===== src/rtl/pwm_array_pkg.sv =====
package pwm_array_pkg;

    localparam int ADDR_W       = 5;
    localparam int CH_IDX_W     = 3;
    localparam int RUN_BIT      = 6;
    localparam int SRC_LSB      = 1;
    localparam int MODE_CMP_BIT = 6;
    localparam int MODE_PWM_BIT = 1;

    localparam logic [ADDR_W-1:0] ADDR_CTRL = 5'h00;
    localparam logic [ADDR_W-1:0] MODE_BASE = 5'h08;
    localparam logic [ADDR_W-1:0] DUTY_BASE = 5'h10;

    typedef enum logic [1:0] {
        SRC_DIV_SLOW = 2'b00,
        SRC_DIV_FAST = 2'b01,
        SRC_OVF      = 2'b10,
        SRC_EXT      = 2'b11
    } count_src_e;

    typedef struct packed {
        logic       run;
        count_src_e src;
    } ctrl_t;

    typedef struct packed {
        logic cmp_on;
        logic pwm_on;
    } mode_t;

    function automatic logic mode_active(input mode_t m);
        return m.cmp_on & m.pwm_on;
    endfunction

    function automatic logic [ADDR_W-1:0] chan_addr(input logic [ADDR_W-1:0] base,
                                                     input int idx);
        return base + ADDR_W'(idx);
    endfunction

endpackage


===== src/rtl/pwm_div.sv =====
module pwm_div #(
    parameter int DIV = 6
) (
    input  logic clk,
    input  logic rst,
    output logic pulse_o
);
    localparam int CW = (DIV > 1) ? $clog2(DIV) : 1;
    localparam logic [CW-1:0] LAST = CW'(DIV - 1);

    logic [CW-1:0] cnt_q;

    always_ff @(posedge clk) begin
        if (rst) begin
            cnt_q <= '0;
        end else if (cnt_q == LAST) begin
            cnt_q <= '0;
        end else begin
            cnt_q <= cnt_q + CW'(1);
        end
    end

    assign pulse_o = (cnt_q == LAST);
endmodule


===== src/rtl/pwm_tick_sel.sv =====
module pwm_tick_sel
    import pwm_array_pkg::*;
#(
    parameter int SLOW_DIV = 6,
    parameter int FAST_DIV = 2
) (
    input  logic       clk,
    input  logic       rst,
    input  count_src_e src,
    input  logic       ovf_i,
    input  logic       ext_i,
    output logic       tick_o
);
    logic slow_p, fast_p;
    logic [2:0] ext_sync_q;
    logic ext_rise;

    pwm_div #(.DIV(SLOW_DIV)) u_slow (.clk(clk), .rst(rst), .pulse_o(slow_p));
    pwm_div #(.DIV(FAST_DIV)) u_fast (.clk(clk), .rst(rst), .pulse_o(fast_p));

    always_ff @(posedge clk) begin
        if (rst) begin
            ext_sync_q <= '0;
        end else begin
            ext_sync_q <= {ext_sync_q[1:0], ext_i};
        end
    end

    assign ext_rise = ext_sync_q[1] & ~ext_sync_q[2];

    always_comb begin
        unique case (src)
            SRC_DIV_SLOW: tick_o = slow_p;
            SRC_DIV_FAST: tick_o = fast_p;
            SRC_OVF:      tick_o = ovf_i;
            SRC_EXT:      tick_o = ext_rise;
            default:      tick_o = 1'b0;
        endcase
    end
endmodule


===== src/rtl/pwm_timebase.sv =====
module pwm_timebase #(
    parameter int TMR_W  = 16,
    parameter int DUTY_W = 8
) (
    input  logic             clk,
    input  logic             rst,
    input  logic             run,
    input  logic             tick,
    output logic [TMR_W-1:0] count_o,
    output logic             wrap_o
);
    logic [TMR_W-1:0] cnt_q;
    logic step;

    assign step = run & tick;

    always_ff @(posedge clk) begin
        if (rst) begin
            cnt_q <= '0;
        end else if (step) begin
            cnt_q <= cnt_q + TMR_W'(1);
        end
    end

    assign count_o = cnt_q;
    assign wrap_o  = step & (cnt_q[DUTY_W-1:0] == {DUTY_W{1'b1}});
endmodule


===== src/rtl/pwm_channel.sv =====
module pwm_channel
    import pwm_array_pkg::*;
#(
    parameter int DUTY_W = 8
) (
    input  logic              clk,
    input  logic              rst,
    input  logic              mode_wr,
    input  logic              duty_wr,
    input  logic [7:0]        wr_data,
    input  logic              wrap,
    input  logic [DUTY_W-1:0] timer_lo,
    output logic [DUTY_W-1:0] cmp_o,
    output logic              en_o,
    output logic              pwm_o
);
    mode_t             mode_q;
    logic [DUTY_W-1:0] duty_q, cmp_q, duty_nxt;

    assign duty_nxt = duty_wr ? wr_data[DUTY_W-1:0] : duty_q;

    always_ff @(posedge clk) begin
        if (rst) begin
            mode_q <= '0;
            duty_q <= '0;
            cmp_q  <= '0;
        end else begin
            if (mode_wr) begin
                mode_q.cmp_on <= wr_data[MODE_CMP_BIT];
                mode_q.pwm_on <= wr_data[MODE_PWM_BIT];
            end
            duty_q <= duty_nxt;
            if (wrap) begin
                cmp_q <= duty_nxt;
            end
        end
    end

    assign en_o  = mode_active(mode_q);
    assign cmp_o = cmp_q;
    assign pwm_o = en_o & (timer_lo >= cmp_q);
endmodule


===== src/rtl/pwm_array.sv =====
module pwm_array
    import pwm_array_pkg::*;
#(
    parameter int NUM_CH   = 5,
    parameter int TMR_W    = 16,
    parameter int DUTY_W   = 8,
    parameter int SLOW_DIV = 6,
    parameter int FAST_DIV = 2
) (
    input  logic              clk,
    input  logic              rst,
    input  logic              wr_en,
    input  logic [ADDR_W-1:0] wr_addr,
    input  logic [7:0]        wr_data,
    input  logic              ovf_pulse_i,
    input  logic              ext_pin_i,
    output logic [TMR_W-1:0]  timer_o,
    output logic [NUM_CH-1:0] pwm_o
);
    ctrl_t ctrl_q;
    logic  tick, wrap;
    logic [NUM_CH-1:0]             pwm_en;
    logic [NUM_CH-1:0][DUTY_W-1:0] cmp_all;

    always_ff @(posedge clk) begin
        if (rst) begin
            ctrl_q <= '0;
        end else if (wr_en && wr_addr == ADDR_CTRL) begin
            ctrl_q.run <= wr_data[RUN_BIT];
            ctrl_q.src <= count_src_e'(wr_data[SRC_LSB +: 2]);
        end
    end

    pwm_tick_sel #(.SLOW_DIV(SLOW_DIV), .FAST_DIV(FAST_DIV)) u_tick (
        .clk(clk), .rst(rst), .src(ctrl_q.src),
        .ovf_i(ovf_pulse_i), .ext_i(ext_pin_i), .tick_o(tick)
    );

    pwm_timebase #(.TMR_W(TMR_W), .DUTY_W(DUTY_W)) u_tb (
        .clk(clk), .rst(rst), .run(ctrl_q.run), .tick(tick),
        .count_o(timer_o), .wrap_o(wrap)
    );

    for (genvar i = 0; i < NUM_CH; i++) begin : g_ch
        logic mode_wr_i, duty_wr_i;
        assign mode_wr_i = wr_en && (wr_addr == chan_addr(MODE_BASE, i));
        assign duty_wr_i = wr_en && (wr_addr == chan_addr(DUTY_BASE, i));

        pwm_channel #(.DUTY_W(DUTY_W)) u_ch (
            .clk(clk), .rst(rst),
            .mode_wr(mode_wr_i), .duty_wr(duty_wr_i), .wr_data(wr_data),
            .wrap(wrap), .timer_lo(timer_o[DUTY_W-1:0]),
            .cmp_o(cmp_all[i]), .en_o(pwm_en[i]), .pwm_o(pwm_o[i])
        );
    end
endmodule


===== config.mk =====
export PLATFORM = sky130hd
export DESIGN_NAME = pwm_array
export DESIGN_NICKNAME = d
export VERILOG_FILES = /design/src/rtl/pwm_array_pkg.sv /design/src/rtl/pwm_div.sv /design/src/rtl/pwm_tick_sel.sv /design/src/rtl/pwm_timebase.sv /design/src/rtl/pwm_channel.sv /design/src/rtl/pwm_array.sv
export SDC_FILE = /design/constraint.sdc
export NUM_CORES = 1
export LEC_CHECK = 0
export BUFFER_PORTS_ARGS = -buffer_cell sky130_fd_sc_hd__buf_2
export CAP_MARGIN = 20
export CORE_AREA = 8 8 142 144
export CTS_CLUSTER_DIAMETER = 60
export DETAILED_ROUTE_END_ITERATION = 10
export DIE_AREA = 0 0 150 152
export PLACE_DENSITY = 0.6
export SLEW_MARGIN = 20
export SYNTH_ARGS = -nofsm -noshare
export SYNTH_HDL_FRONTEND = slang
export SYNTH_SLANG_ARGS = --single-unit
export TNS_END_PERCENT = 30

===== constraint.sdc =====
create_clock -name clk -period 2.4 [get_ports clk]
set_input_delay 0.12 -clock clk [delete_from_list [all_inputs] [get_ports clk]]
set_output_delay 0.12 -clock clk [all_outputs]
set_load 0.02 [all_outputs]

==> results.toml <==
[die]
die_h_um = 152
start_util_pct = 34.6
coreArea_mm2 = 0.0178
num_rows = 49
die_w_um = 150
ioPinCount = 39
die_area_mm2 = 0.0228

[pwr]
power.density_mw_per_mm2 = 689
p_leak_nw = 2.84
vdd_drop_max_uv = 291
finalPower_mw = 5.01

[grt]
grt_usage_pct = 14.1
grt_antenna_before_repair = 1
grt_start_max_net_pins = 53
grt_pass1_wl_mm = 25.6
grt_pass1_vias = 4782
grt_overflow = 0

[routing]
routed_via_density = 5.34
drt.antenna.violating_nets = 0
vias = 5091
drt_wl_total_mm = 16.0
drcViolationCount = 0
drt_first_pass_iters = 4
drtIter0Drc = 314
wire_per_inst_um = 16.8

[yosys]
yosysSeqAreaShare_pct = 37.7
synthTopCellsByCount = "116 x dfxtp_1, 60 x a21oi_1, 49 x o21ai_0"
synth_top_cell_by_area = "dfxtp_1"
yosysTopAreaCellShare_pct = 37.7
syn-num-nets = 752
ys_types = 48
synth_area_leaders = "dfxtp_1 38%, ha_1 8.7%, o21ba_2 6.5%"
ys_seq_elements = 116
netlist_instances = 691
async_reset_ff_share_pct = 0
syn-mean-instance-area_um2 = 8.91
syn_area_mm2 = 0.00615
synthFlopType = "dfxtp_1"
ys_warn_count = 0
synth_edf_count = 0
synth_most_common_cell = "dfxtp_1"

[setup_path]
worstReg2RegStart = "u_tick.u_slow.cnt_q[0]$_SDFF_PP0_"
reg2regPathDepth = 5
cp_data_arrival_time_ns = 2.05
worstSetupStartpoint = "u_tb.count_o[0]$_SDFFE_PP0P_"
ff2ff_setup_slack_ns = 0.39
cp.required_ns = 2.28
critPathMaxFanout = 6
crit_path_end = "pwm_o[3]"
r2r-end = "u_tb.count_o[11]$_SDFFE_PP0P_"
setup.worst_path.end_class = "primary output"
critPathKind = "flop to primary output"
cp-start-kind = "flop"

[cells_and_area]
stdcell_count = 954
multi_input_area_mm2 = 0.00346
fin_area_mm2 = 0.00728
final-seq-area_mm2 = 0.00232
antennaDiodeCount = 0
fin_nets = 773
area_growth_pct = 18.3
num-fill-cells = 1807
drive_gt1_share_pct = 19.7

[placement]
io_buffers = 38
dp_hpwl_mm = 10.5
dpl_cell_area_mm2 = 0.00660
dp_cells = 921
place_congestion = 0.786

[timing]
fin_skew_ns = 0.00757
worst_slew_pin_slew_ns = 0.612
max_freq_mhz = 460
rsz0062_at_grt = "no"
slew_headroom_pct = 59.2
min_period_ns = 2.17
slew_violations = 0
setup-violations-final = 0
hold_viol = 0
fin_setup_tns_ns = 0
period_share_pct = 90.5
fin_hold_ws_ns = 0.102

[clock_network]
cts_sinks = 116
htreeDepth = 4
numCtsBuffers = 17
cts_buffer_depth = 2
clk_latency_ns = 0.42
cts-root-buf = "clkbuf_16"
clkTransAtPathRegs_ns = 0.06
cts_tree = "built"
cts_setup_buffers = 0

[hold_path]
hold_class = "primary input to flop"

[job]
drv_cap = 0

[status]
status = "complete, no violations"
logic make-up (layout without fill, tap and decap cells):
group / after synthesis / count (layout) / share of synthesized area, %
buffers and inverters: 97 / 131 / 6.24
multiplexers: 16 / 16 / 2.70
flip-flops: 116 / 116 / 37.7
AND/OR/NAND/NOR: 150 / 150 / 14.3
AO/OA/AOI/OAI: 269 / 269 / 30.2
adder cells (fa/ha/maj): 43 / 43 / 8.74
repair_timing:
item                                   4_1_cts  5_1_grt
endpoints found under the hold margin        1        0
hold buffers                                 1        0
resized for setup                            0        3
setup endpoints to repair                    0        5
placed cells by master, fill, tap and decap left out, types with 2 or more instances in the layout:
| cell | n |
|---|---|
| nor3_1 | 3 |
| buf_2 | 37 |
| and3b_1 | 2 |
| o21ba_2 | 40 |
| a21oi_1 | 60 |
| clkinv_2 | 4 |
| or3_1 | 4 |
| inv_1 | 41 |
| clkbuf_16 | 17 |
| o22ai_1 | 5 |
| or4_1 | 6 |
| a21boi_0 | 40 |
| mux2_2 | 4 |
| nand2b_1 | 6 |
| o211ai_1 | 40 |
| and4bb_2 | 2 |
| ha_1 | 43 |
| o31ai_1 | 4 |
| clkinvlp_4 | 3 |
| or4b_1 | 3 |
| and3_1 | 41 |
| a21o_1 | 17 |
| o41ai_1 | 3 |
| dfxtp_1 | 114 |
| buf_4 | 16 |
| a211oi_1 | 5 |
| nand3_1 | 11 |
| bufinv_16 | 6 |
| o21ai_0 | 49 |
| nor4_1 | 2 |
| dfxtp_2 | 2 |
| nor2_1 | 26 |
| nor2b_1 | 10 |
| buf_12 | 3 |
| mux2i_1 | 11 |
| nand2_1 | 16 |
| nand4_1 | 8 |
worst min path at each step:
stage | slack, ns | endpoint | start | depth (start not counted)
after floorplan | 0.25 | u_tick.ext_sync_q[0]$_SDFF_PP0_ | ext_pin_i | 1
after detailed placement | 0.33 | u_tick.ext_sync_q[0]$_SDFF_PP0_ | ext_pin_i | 2
after global routing | 0.11 | ctrl_q[1]$_SDFFE_PP0P_ | wr_data[2] | 3
after CTS | 0.1 | ctrl_q[1]$_SDFFE_PP0P_ | wr_data[2] | 3
final | 0.10 | ctrl_q[1]$_SDFFE_PP0P_ | wr_data[2] | 3
after global placement | 0.33 | u_tick.ext_sync_q[0]$_SDFF_PP0_ | ext_pin_i | 2
routing by layer:
| metal | global-route usage (%) | routed length (um) | vias to the layer above |
|---|---|---|---|
| met1 | 19.5 | 8190 | 2441 |
| met5 | 0 | 13 | - |
| li1 | - | - | 2569 |
| met4 | 4.67 | 157 | 2 |
| met2 | 21.1 | 7050 | 66 |
| met3 | 3.15 | 568 | 13 |
per-stage QoR:
| stage | worst slack [ns] | util [%] |
|---|---|---|
| after floorplan | 0.423 | - |
| after global placement | 0.433 | 37.1 |
| after detailed placement | 0.443 | 37.1 |
| after CTS | 0.0454 | 40.9 |
| after global routing | 0.0892 | 40.9 |
| final | 0.228 | 40.9 |
where the power goes:
part | internal (mW) | switching, mW | total, mW | leakage, nW
Clock | 1.97 | 0.918 | 2.89 | 0.322
Sequential | 1.94 | 0.00602 | 1.95 | 0.937
Combinational | 0.0591 | 0.121 | 0.180 | 1.58
sequential cells by signal, summed over array words and instances (netlist names):
register,cells
ctrl_q,3
g_ch.u_ch.cmp_o,40
g_ch.u_ch.duty_q,40
g_ch.u_ch.mode_q,10
u_tb.count_o,16
u_tick.ext_sync_q,3
u_tick.u_fast.pulse_o,1
u_tick.u_slow.cnt_q,3
critical path, cell delays in order, from the launching register on:
cell	delay (ns)
dfxtp_2	0.38
inv_2	0.10
ha_1	0.29
nand2b_1	0.14
a21o_1	0.18
a211oi_1	0.24
o22ai_1	0.13
buf_2	0.17
area by class of cell:
class	count	share of cell area, %
inverters	42	2.17
clock inverters	14	3.18
repair buffers	57	5.16
flip-flops and latches	116	31.9
well taps	229	3.94
multi-input cells	478	47.6
clock buffers	18	6.03
Power figures use the tool's default switching activity.
